File: src/rtl/phseq_pkg.sv
package phseq_pkg;
  localparam int unsigned CODE_W = 3;
  localparam int unsigned SUM_W  = 5;
  typedef logic [CODE_W-1:0] phcode_t;
  localparam logic [SUM_W-1:0] SUM_GOOD = SUM_W'(14);

  // Only codes with exactly two phases high are legal.
  function automatic logic code_legal(input phcode_t c);
    return (c == 3'b110) || (c == 3'b101) || (c == 3'b011);
  endfunction

  // Successor of a code in positive rotation: 101 -> 011 -> 110 -> 101.
  function automatic phcode_t next_fwd(input phcode_t c);
    case (c)
      3'b101:  return 3'b011;
      3'b011:  return 3'b110;
      3'b110:  return 3'b101;
      default: return 3'b000;
    endcase
  endfunction

  function automatic logic [SUM_W-1:0] add_code(input logic [SUM_W-1:0] s, input phcode_t c);
    return s + {{(SUM_W-CODE_W){1'b0}}, c};
  endfunction

  function automatic logic is_fwd(input phcode_t a, input phcode_t b, input phcode_t c);
    return (b == next_fwd(a)) && (c == next_fwd(b));
  endfunction

  function automatic logic several(input phcode_t r);
    return (r[0] & r[1]) | (r[0] & r[2]) | (r[1] & r[2]);
  endfunction
endpackage

File: src/rtl/phseq_edge_sync.sv
module phseq_edge_sync #(
  parameter int unsigned LINES       = 3,
  parameter int unsigned SYNC_STAGES = 2
) (
  input  logic             clk,
  input  logic             rst_n,
  input  logic [LINES-1:0] raw_in,
  output logic [LINES-1:0] level,
  output logic [LINES-1:0] rise
);
  localparam int unsigned ARM_LEN = SYNC_STAGES + 1;

  logic [ARM_LEN-1:0] arm_sh;
  logic               armed;

  // Edge detection is held off until the sync chain and the delayed copy carry real input levels.
  always_ff @(posedge clk or negedge rst_n) begin
    if (!rst_n) arm_sh <= '0;
    else        arm_sh <= {arm_sh[ARM_LEN-2:0], 1'b1};
  end
  assign armed = arm_sh[ARM_LEN-1];

  for (genvar g = 0; g < LINES; g++) begin : g_line
    logic [SYNC_STAGES-1:0] sh;
    logic                   prev;
    always_ff @(posedge clk or negedge rst_n) begin
      if (!rst_n) begin
        sh   <= '0;
        prev <= 1'b0;
      end else begin
        sh   <= {sh[SYNC_STAGES-2:0], raw_in[g]};
        prev <= sh[SYNC_STAGES-1];
      end
    end
    assign level[g] = sh[SYNC_STAGES-1];
    assign rise[g]  = sh[SYNC_STAGES-1] & ~prev & armed;
  end
endmodule

File: src/rtl/phseq_watchdog.sv
module phseq_watchdog #(
  parameter int unsigned CNT_W = 24
) (
  input  logic             clk,
  input  logic             rst_n,
  input  logic             clear,
  input  logic [CNT_W-1:0] limit,
  output logic             expire
);
  logic [CNT_W-1:0] cnt;

  assign expire = (limit != '0) && (cnt >= limit - 1'b1);

  always_ff @(posedge clk or negedge rst_n) begin
    if (!rst_n)               cnt <= '0;
    else if (clear || expire) cnt <= '0;
    else                      cnt <= cnt + 1'b1;
  end
endmodule

File: src/rtl/phseq_cycle_fsm.sv
module phseq_cycle_fsm
  import phseq_pkg::*;
(
  input  logic    clk,
  input  logic    rst_n,
  input  logic    evt,
  input  logic    multi,
  input  phcode_t code,
  input  logic    expire,
  output logic    done,
  output logic    seq_neg,
  output logic    err
);
  logic [1:0]       nseen;
  phcode_t          c0, c1, c2;
  logic [SUM_W-1:0] sum;
  logic             bad;
  logic             code_bad;
  logic             close_bad;

  assign code_bad  = multi | ~code_legal(code);
  assign close_bad = bad | code_bad | (code != c0) | (sum != SUM_GOOD);

  always_ff @(posedge clk or negedge rst_n) begin
    if (!rst_n) begin
      nseen   <= '0;
      c0      <= '0;
      c1      <= '0;
      c2      <= '0;
      sum     <= '0;
      bad     <= 1'b0;
      done    <= 1'b0;
      seq_neg <= 1'b0;
      err     <= 1'b0;
    end else begin
      done <= 1'b0;
      if (evt) begin
        case (nseen)
          2'd0: begin
            c0 <= code; sum <= add_code('0, code); bad <= code_bad; nseen <= 2'd1;
          end
          2'd1: begin
            c1 <= code; sum <= add_code(sum, code); bad <= bad | code_bad; nseen <= 2'd2;
          end
          2'd2: begin
            c2 <= code; sum <= add_code(sum, code); bad <= bad | code_bad; nseen <= 2'd3;
          end
          default: begin
            done    <= 1'b1;
            err     <= close_bad;
            seq_neg <= ~close_bad & ~is_fwd(c0, c1, c2);
            // closing code opens the next cycle
            c0    <= code;
            sum   <= add_code('0, code);
            bad   <= code_bad;
            nseen <= 2'd1;
          end
        endcase
      end else if (expire) begin
        done    <= 1'b1;
        err     <= 1'b1;
        seq_neg <= 1'b0;
        bad     <= 1'b0;
        sum     <= '0;
        nseen   <= 2'd0;
      end
    end
  end
endmodule

File: src/rtl/phase_seq_classifier.sv
module phase_seq_classifier
  import phseq_pkg::*;
#(
  parameter int unsigned SYNC_STAGES = 2,
  parameter int unsigned TMO_W       = 24
) (
  input  logic             clk,
  input  logic             rst_n,
  input  logic             ph_r,
  input  logic             ph_y,
  input  logic             ph_b,
  input  logic [TMO_W-1:0] timeout_limit,
  output logic             done,
  output logic             seq_neg,
  output logic             err
);
  phcode_t raw_code;
  phcode_t cap_code;
  phcode_t rise;
  logic    evt;
  logic    multi;
  logic    expire;

  assign raw_code = {ph_b, ph_y, ph_r};

  phseq_edge_sync #(.LINES(CODE_W), .SYNC_STAGES(SYNC_STAGES)) u_sync (
    .clk(clk), .rst_n(rst_n), .raw_in(raw_code), .level(cap_code), .rise(rise)
  );

  assign evt   = |rise;
  assign multi = several(rise);

  phseq_watchdog #(.CNT_W(TMO_W)) u_wdog (
    .clk(clk), .rst_n(rst_n), .clear(evt), .limit(timeout_limit), .expire(expire)
  );

  phseq_cycle_fsm u_fsm (
    .clk(clk), .rst_n(rst_n), .evt(evt), .multi(multi), .code(cap_code),
    .expire(expire), .done(done), .seq_neg(seq_neg), .err(err)
  );
endmodule

File: config.mk
export PLATFORM = sky130hd
export DESIGN_NAME = phase_seq_classifier
export DESIGN_NICKNAME = d
export VERILOG_FILES = /design/src/rtl/phseq_pkg.sv /design/src/rtl/phseq_edge_sync.sv /design/src/rtl/phseq_watchdog.sv /design/src/rtl/phseq_cycle_fsm.sv /design/src/rtl/phase_seq_classifier.sv
export SDC_FILE = /design/constraint.sdc
export NUM_CORES = 1
export LEC_CHECK = 0
export BUFFER_PORTS_ARGS = -buffer_cell sky130_fd_sc_hd__buf_4
export CAP_MARGIN = 10
export CORE_UTILIZATION = 55
export DETAILED_ROUTE_END_ITERATION = 8
export HOLD_SLACK_MARGIN = 0.03
export PLACE_DENSITY = 0.74
export REMOVE_ABC_BUFFERS = 1
export SKIP_LAST_GASP = 1
export SYNTH_ARGS = -nofsm -noshare
export SYNTH_HDL_FRONTEND = slang
export SYNTH_SLANG_ARGS = --single-unit
File: constraint.sdc
create_clock -name clk -period 2.9 [get_ports clk]
set_clock_uncertainty 0.15 [all_clocks]
set_input_delay 0.145 -clock clk [delete_from_list [all_inputs] [get_ports clk]]
set_output_delay 0.145 -clock clk [all_outputs]
set_load 0.01 [all_outputs]
### Word level (Yosys, flattened, before mapping)

Cells that the tools add are included.

| storage, ports and cells | value |
|---|---|
| register bits after elaboration | 56 |
| bits of input ports | 29 |
| output and inout bits | 3 |
| word-level logic and storage cells | 99 |

| operators by class | value |
|---|---|
| $add $sub $neg | 3 |
| order comparisons | 1 |
| eq/ne operators | 16 |
| multiplexer cells | 24 |
| bitwise logic cells | 23 |
| reductions and logical operators | 15 |

Operators with widths:

| kind | number |
|---|---|
| 24-bit by 1-bit adder with 24-bit output (second input constant) | 1 |
| 24-bit >= comparator | 1 |
| 24-bit 2-to-1 mux | 1 |
| 24-bit nonzero test | 1 |
| 24-bit by 1-bit subtractor with 24-bit output (second input constant) | 1 |
| 3-bit equality test (second input constant) | 6 |
| 3-bit case mux with 3 select lines | 2 |
| 5-bit 2-to-1 mux | 3 |
| 3-bit 2-to-1 mux | 4 |
| 1-bit 2-to-1 mux | 11 |
| 1-bit AND | 10 |
| 3-bit by 2-bit equality test with 1-bit output (second input constant) | 3 |
| 2-bit AND reduction | 4 |
| 1-bit NOT | 7 |
| 3-bit equality test | 2 |
| 1-bit OR | 6 |
| 3-bit OR reduction | 2 |
| 5-bit by 3-bit adder with 5-bit output | 1 |
| 5-bit by 4-bit != test with 1-bit output (second input constant) | 1 |
| 2-bit 2-to-1 mux | 2 |
| 2-bit case mux with 2 select lines | 1 |
| 1-bit logical OR | 3 |
| 3-bit != test | 1 |
| 2-bit by 1-bit equality test with 1-bit output (second input constant) | 1 |
| other kinds (6) | 7 |

### Depth between registers and ports, before layout

| logic depth | value |
|---|---|
| depth after elaboration | 14 |
| gate-level depth with buffers | 14 |
| depth with buffers taken out | 13 |

### By module

From an unflattened synthesis, not the netlist that was laid out.

| unflattened totals | value |
|---|---|
| cells, all modules | 390 |
| area total of the unflattened synthesis | 3870.0 um^2 |

By module, submodules not included:

| module | times used | cells each | area each (um^2) | sequential area each (um^2) |
|---|---|---|---|---|
| phseq_watchdog | 1 | 248 | 2304.7 | 600.6 |
| phseq_cycle_fsm | 1 | 121 | 1196.1 | 500.5 |
| phseq_edge_sync | 1 | 19 | 352.8 | 300.3 |
| phase_seq_classifier | 1 | 2 | 16.3 | 0.0 |

### Worst setup path before layout

OpenSTA, ideal clock, no wires.

| timing path | value |
|---|---|
| path type | input-to-reg |
| start point | input timeout_limit[5] |
| end point | register u_fsm.sum[0] |
| setup time | 138 ps |
| arrival time | 3151 ps |
| required time | 2612 ps |
| slack | -539 ps |
| cell stages on the path | 13 |
| buffers on the path | 1 |
| path through | nor4_1 -> nand3_1 -> nor4_1 -> nand2_1 -> xor2_1 -> ha_1 -> nand4_1 -> nor3_1 -> inv_1 -> a211o_1 -> a21oi_1 -> clkbuf_1 -> o22ai_1 |

| between the ends | value |
|---|---|
| cells in the longest elaborated chain, start to end | 4 |
| elaborated cells between the ends (all ways) | 5 |
| those cells by class | add/sub (1); order compare (1); reduce/logical (3) |

RTL lines:

| element | RTL line | RTL |
|---|---|---|
| start, declared | phase_seq_classifier.sv:12 | `input logic [TMO_W-1:0] timeout_limit,` |
| 24-bit by 1-bit subtractor with 24-bit output | phseq_watchdog.sv:12 | `assign expire = (limit != '0) && (cnt >= limit - 1'b1);` |
| 24-bit >= comparator | phseq_watchdog.sv:12 |  |
| 1-bit logical AND * | phseq_watchdog.sv:12 |  |
| 2-bit nonzero test (no line) * | n/a |  |
| end signal, assigned | phseq_cycle_fsm.sv:54 | `sum <= add_code('0, code);` |
| end, declared | phseq_cycle_fsm.sv:16 | `logic [SUM_W-1:0] sum;` |

Mark *: on every way between the ends. The rest lies on a longest branch, timed or not.
A chain may end at the register's enable or synchronous reset.

### Worst setup path in the final report

| timing path | value |
|---|---|
| start point | input timeout_limit[16] |
| end point | register u_wdog.cnt[2] |

| between the ends | value |
|---|---|
| cells in the longest elaborated chain, start to end | 5 |
| elaborated cells between the ends (all ways) | 6 |
| those cells by class | add/sub (1); order compare (1); mux (1); reduce/logical (3) |

RTL lines:

| element | RTL line | RTL |
|---|---|---|
| 24-bit by 1-bit subtractor with 24-bit output | phseq_watchdog.sv:12 |  |
| 24-bit >= comparator | phseq_watchdog.sv:12 |  |
| 1-bit logical AND * | phseq_watchdog.sv:12 |  |
| 1-bit logical OR * | phseq_watchdog.sv:16 | `else if (clear \|\| expire) cnt <= '0;` |
| 24-bit 2-to-1 mux * | phseq_watchdog.sv:16 |  |
| end signal, assigned | phseq_watchdog.sv:17 | `else cnt <= cnt + 1'b1;` |
| end, declared | phseq_watchdog.sv:10 | `logic [CNT_W-1:0] cnt;` |

Marks and branches as above.

==> metrics.md <==
| Metric | Value |
|---|---|
| Chip Width | `~84 um` |
| Final WS setup | `-0.0760 ns` |
| Metal-1 WL | `between 3 and 4 mm` |
| Routability congestion estimate | `~0.80` |
| Worst ir drop on vdd | `around 0.42 mV` |
| Crit. End Element | `flop` |
| Ys Warns | `0` |
| Remaining routing DRC violations | `0` |
| Slew Viols, Final | `0` |
| RSZ-0062 raised after global routing | `true` |
| Leak Pwr | `~2.1 nW` |
| Relative max-transition margin | `0.544` |
| Status | `finished, violations left` |
| Primary FF master, synth | `dfrtp_1` |
| Top Layer Used | `met4` |
| Die height | `between 80 and 90 um` |
| Area of the multi-input gates | `0.00236 mm2` |
| Async SR Flop Fraction | `1.00` |
| IO Count | `32` |
| Placed Cells | `529` |
| Post-DR wirelength/cell | `15.9 um` |
| Met2 Wirelength | `4.60 mm` |
| NetSw | `0.000820 W` |
| Largest net degree at the start of global routing | `57` |
| First-pass GRT wire length | `14.4 mm` |
| Switching share of power | `0.345` |
| Initial DRC count | `150` |
| Dominant cells by area after synthesis | `dfrtp_1, ha_1, xnor2_1, xor2_1, nor3_1` |
| RR Endpoint | `u_fsm.seq_neg$_DFFE_PN0P_` |
| Register area share after synthesis | `0.382` |
| Violated checks | `setup timing` |
| Commonest non-fill, non-tap cell in the layout | `buf_4` |
| CP max-delay cell | `or4_4` |
| Setup TNS | `-0.734 ns` |
| Area Growth Syn to Fin | `28.7%` |
| Hold path cells | `0` |
| Rows | `29` |
| Synth area leader | `dfrtp_1` |
| Final nets | `about 530` |
| Antenna cell count | `0` |
| R2R depth | `7` |
| Max Freq | `approximately 340 MHz` |
| Cell count after synthesis | `388` |
| Fraction of layout cells with a size suffix above 1 | `0.281` |
| Period utilization | `1.03` |
| Most frequent cells in the layout | `buf_4, dfrtp_1, ha_1` |
| Hold Path End | `u_sync.g_line[0].sh[1]$_DFF_PN0_` |
| Initial core utilization | `0.574` |
| Mean Syn Cell Area | `~9.5 um2` |
| Register Area | `0.00140 mm2` |
| CTS root buffer | `clkbuf_8` |
| CP arrival | `slightly above 3 ns` |
| Clock power frac | `0.227` |
| EDFF count, synth | `0` |
| Worst-Skew Late Latency | `0.32 ns` |
| Delay of the slowest critical-path stage | `~0.52 ns` |
| Internal power | `~0.0016 W` |
| Critical Path, Cell by Cell | `buf_4, or4_4, or4_4, nor2_4, xnor2_2, ha_1, nand4_1, nor2_2, a22oi_2, and2_1, a21oi_4, buf_4, buf_6, nor3_1` |
| Final std cells w/o fill | `roughly 550` |
| Final Hold Vio Count | `0` |
| Data required time of the worst path | `2.94 ns` |
| GRT Resource Usage Total | `0.254` |
| Port bufs | `31` |
| Vias in the first global route | `between 3000 and 4000` |
| CTS tree | `built` |
| Vias | `around 3200` |
| Setup CP Type | `input pin to flop` |
| Wirelength, routed | `8.67 mm` |
| Initial antenna violation count | `0` |
| Met3 routed WL | `244 um` |
| RR Startpoint | `u_wdog.cnt[1]$_DFF_PN0_` |
| Pwr Density | `around 500 mW/mm2` |
| Synth Cell Area | `between 0.003 and 0.004 mm2` |
| CTS max path bufs | `2` |
| CTS clk-pin slew, worst paths | `approximately 0.1 ns` |
| HP Class | `flop to flop` |
| Worst Max-Slew Pin Slew | `0.685 ns` |
| Core Region | `roughly 0.0064 mm2` |
| CTS buffer count | `5` |
| WHS | `roughly 0.21 ns` |
| ANT nets after route | `0` |
| Via-to-Cell Ratio | `5.89` |
| Peak fanout along the critical path | `6` |
| Hold Crit Start | `u_sync.g_line[0].sh[0]$_DFF_PN0_` |
| Combinational Power Share | `0.316` |
| Die Area | `0.00700 mm2` |
| CTS sink count | `between 50 and 60` |
| Flop-to-flop setup slack | `~0.14 ns` |
| Distinct cells, synth | `approximately 50` |
| Reg power frac | `0.456` |
| Max cap viols | `0` |
| Fillers | `around 460` |
| Seq cells post-synth | `56` |
| Minimum clock period | `around 3.0 ns` |
| DP HPWL | `roughly 6 mm` |
| H-tree depth | `2` |
| Pre-antenna DRT Iters | `4` |
| CP Launch Type | `input pin` |
| GRT overflow | `0` |
| Top cell type's share of synthesized area | `0.382` |
| # setup viols final | `20` |
==> Yosys cell counts (3+ instances only) <==
cell,number
and3_1,7
xnor2_1,27
o21ai_0,13
nand4_1,10
nand2b_1,3
o22ai_1,5
nand3_1,14
inv_1,12
nor4_1,10
nor2b_1,8
clkbuf_1,13
xor2_1,23
nand2_1,34
ha_1,34
nor3_1,33
a21oi_1,17
dfrtp_1,56
nor3b_1,3
nor2_1,19
and4_1,4
mux2_2,6
==> power groups by stage <==
stage                     logic, W  registers [W]  clock network, W
after detailed placement  0.000723        0.00110                 0
final                     0.000752        0.00109          0.000541
after floorplan           0.000486        0.00107                 0
after CTS                 0.000740        0.00109          0.000551
after global placement    0.000676        0.00109                 0
after global routing      0.000858        0.00111          0.000574
==> registers in the layout, summed over array words and instances, names as in the netlist, 2 cells and up <==
name and cells:
u_wdog.cnt 24, u_sync.g_line.sh 6, u_fsm.sum 5, u_fsm.c0 3, u_fsm.c1 3, u_fsm.c2 3
u_sync.arm_sh 3, u_sync.g_line.prev 3, u_fsm.nseen 2
==> critical path, delay by kind of cell <==
kind | cells | cell delay [ns]
AO/OA/AOI/OAI | 2 | 0.35
XOR/XNOR | 1 | 0.09
adder cells (fa/ha/maj) | 1 | 0.30
buffers and inverters | 3 | 0.37
AND/OR/NAND/NOR | 7 | 1.75
==> timing repair <==
item | in CTS | in global routing
pin swaps | 12 | 16
gates cloned | 0 | 1
hold buffers | 4 | 0
buffers inserted | 1 | 3
endpoints found under the setup margin | 35 | 35
resized for setup | 19 | 26
endpoints found under the hold margin | 59 | 0
==> final cells by class <==
type / instances / area share
timing repair buffer: 86 / 0.147
inverter: 12 / 0.00954
clock inverter: 3 / 0.0106
clock buffer: 5 / 0.0146
sequential: 56 / 0.297
multi-input combinational: 307 / 0.501
tap: 77 / 0.0204
==> metal layers <==
| metal | global-route usage | vias to the layer above |
|---|---|---|
| met2 | 0.468 | 76 |
| met3 | 0.0297 | 20 |
| met1 | 0.302 | 1568 |
| met5 | 0 | - |
| met4 | 0.0971 | 0 |
| li1 | - | 1550 |
==> worst max path at each step <==
stage,from,endpoint,slack (ns),cells past startpoint
CTS,timeout_limit[5],u_fsm.bad$_DFFE_PN0P_,-0.04,15
floorplan,timeout_limit[5],u_fsm.bad$_DFFE_PN0P_,-1.41,12
detailed placement,timeout_limit[9],u_fsm.seq_neg$_DFFE_PN0P_,-0.55,13
global placement,timeout_limit[9],u_fsm.bad$_DFFE_PN0P_,-0.47,14
finish,timeout_limit[16],u_wdog.cnt[2]$_DFF_PN0_,-0.08,14
global route,timeout_limit[7],u_fsm.bad$_DFFE_PN0P_,-0.26,16
==> kinds of logic after synthesis <==
group / share of synthesized area
adder cells (fa/ha/maj): 0.121
AND/OR/NAND/NOR: 0.227
other: 0.00102
XOR/XNOR: 0.119
buffers and inverters: 0.0256
flip-flops: 0.382
AO/OA/AOI/OAI: 0.0958
multiplexers: 0.0280
==> through the flow <==
step           area (um2)  total power, W  worst slack, ns  utilization
3_5_place_dp         4310         0.00182           -0.554        0.675
6_report             4720         0.00238          -0.0760        0.739
5_1_grt              4720         0.00254           -0.263        0.739
4_1_cts              4570         0.00238          -0.0390        0.716
3_3_place_gp         4310         0.00176           -0.475        0.675
2_1_floorplan        3620         0.00155            -1.41            -
Note: power is estimated with default switching activity, not from simulation.
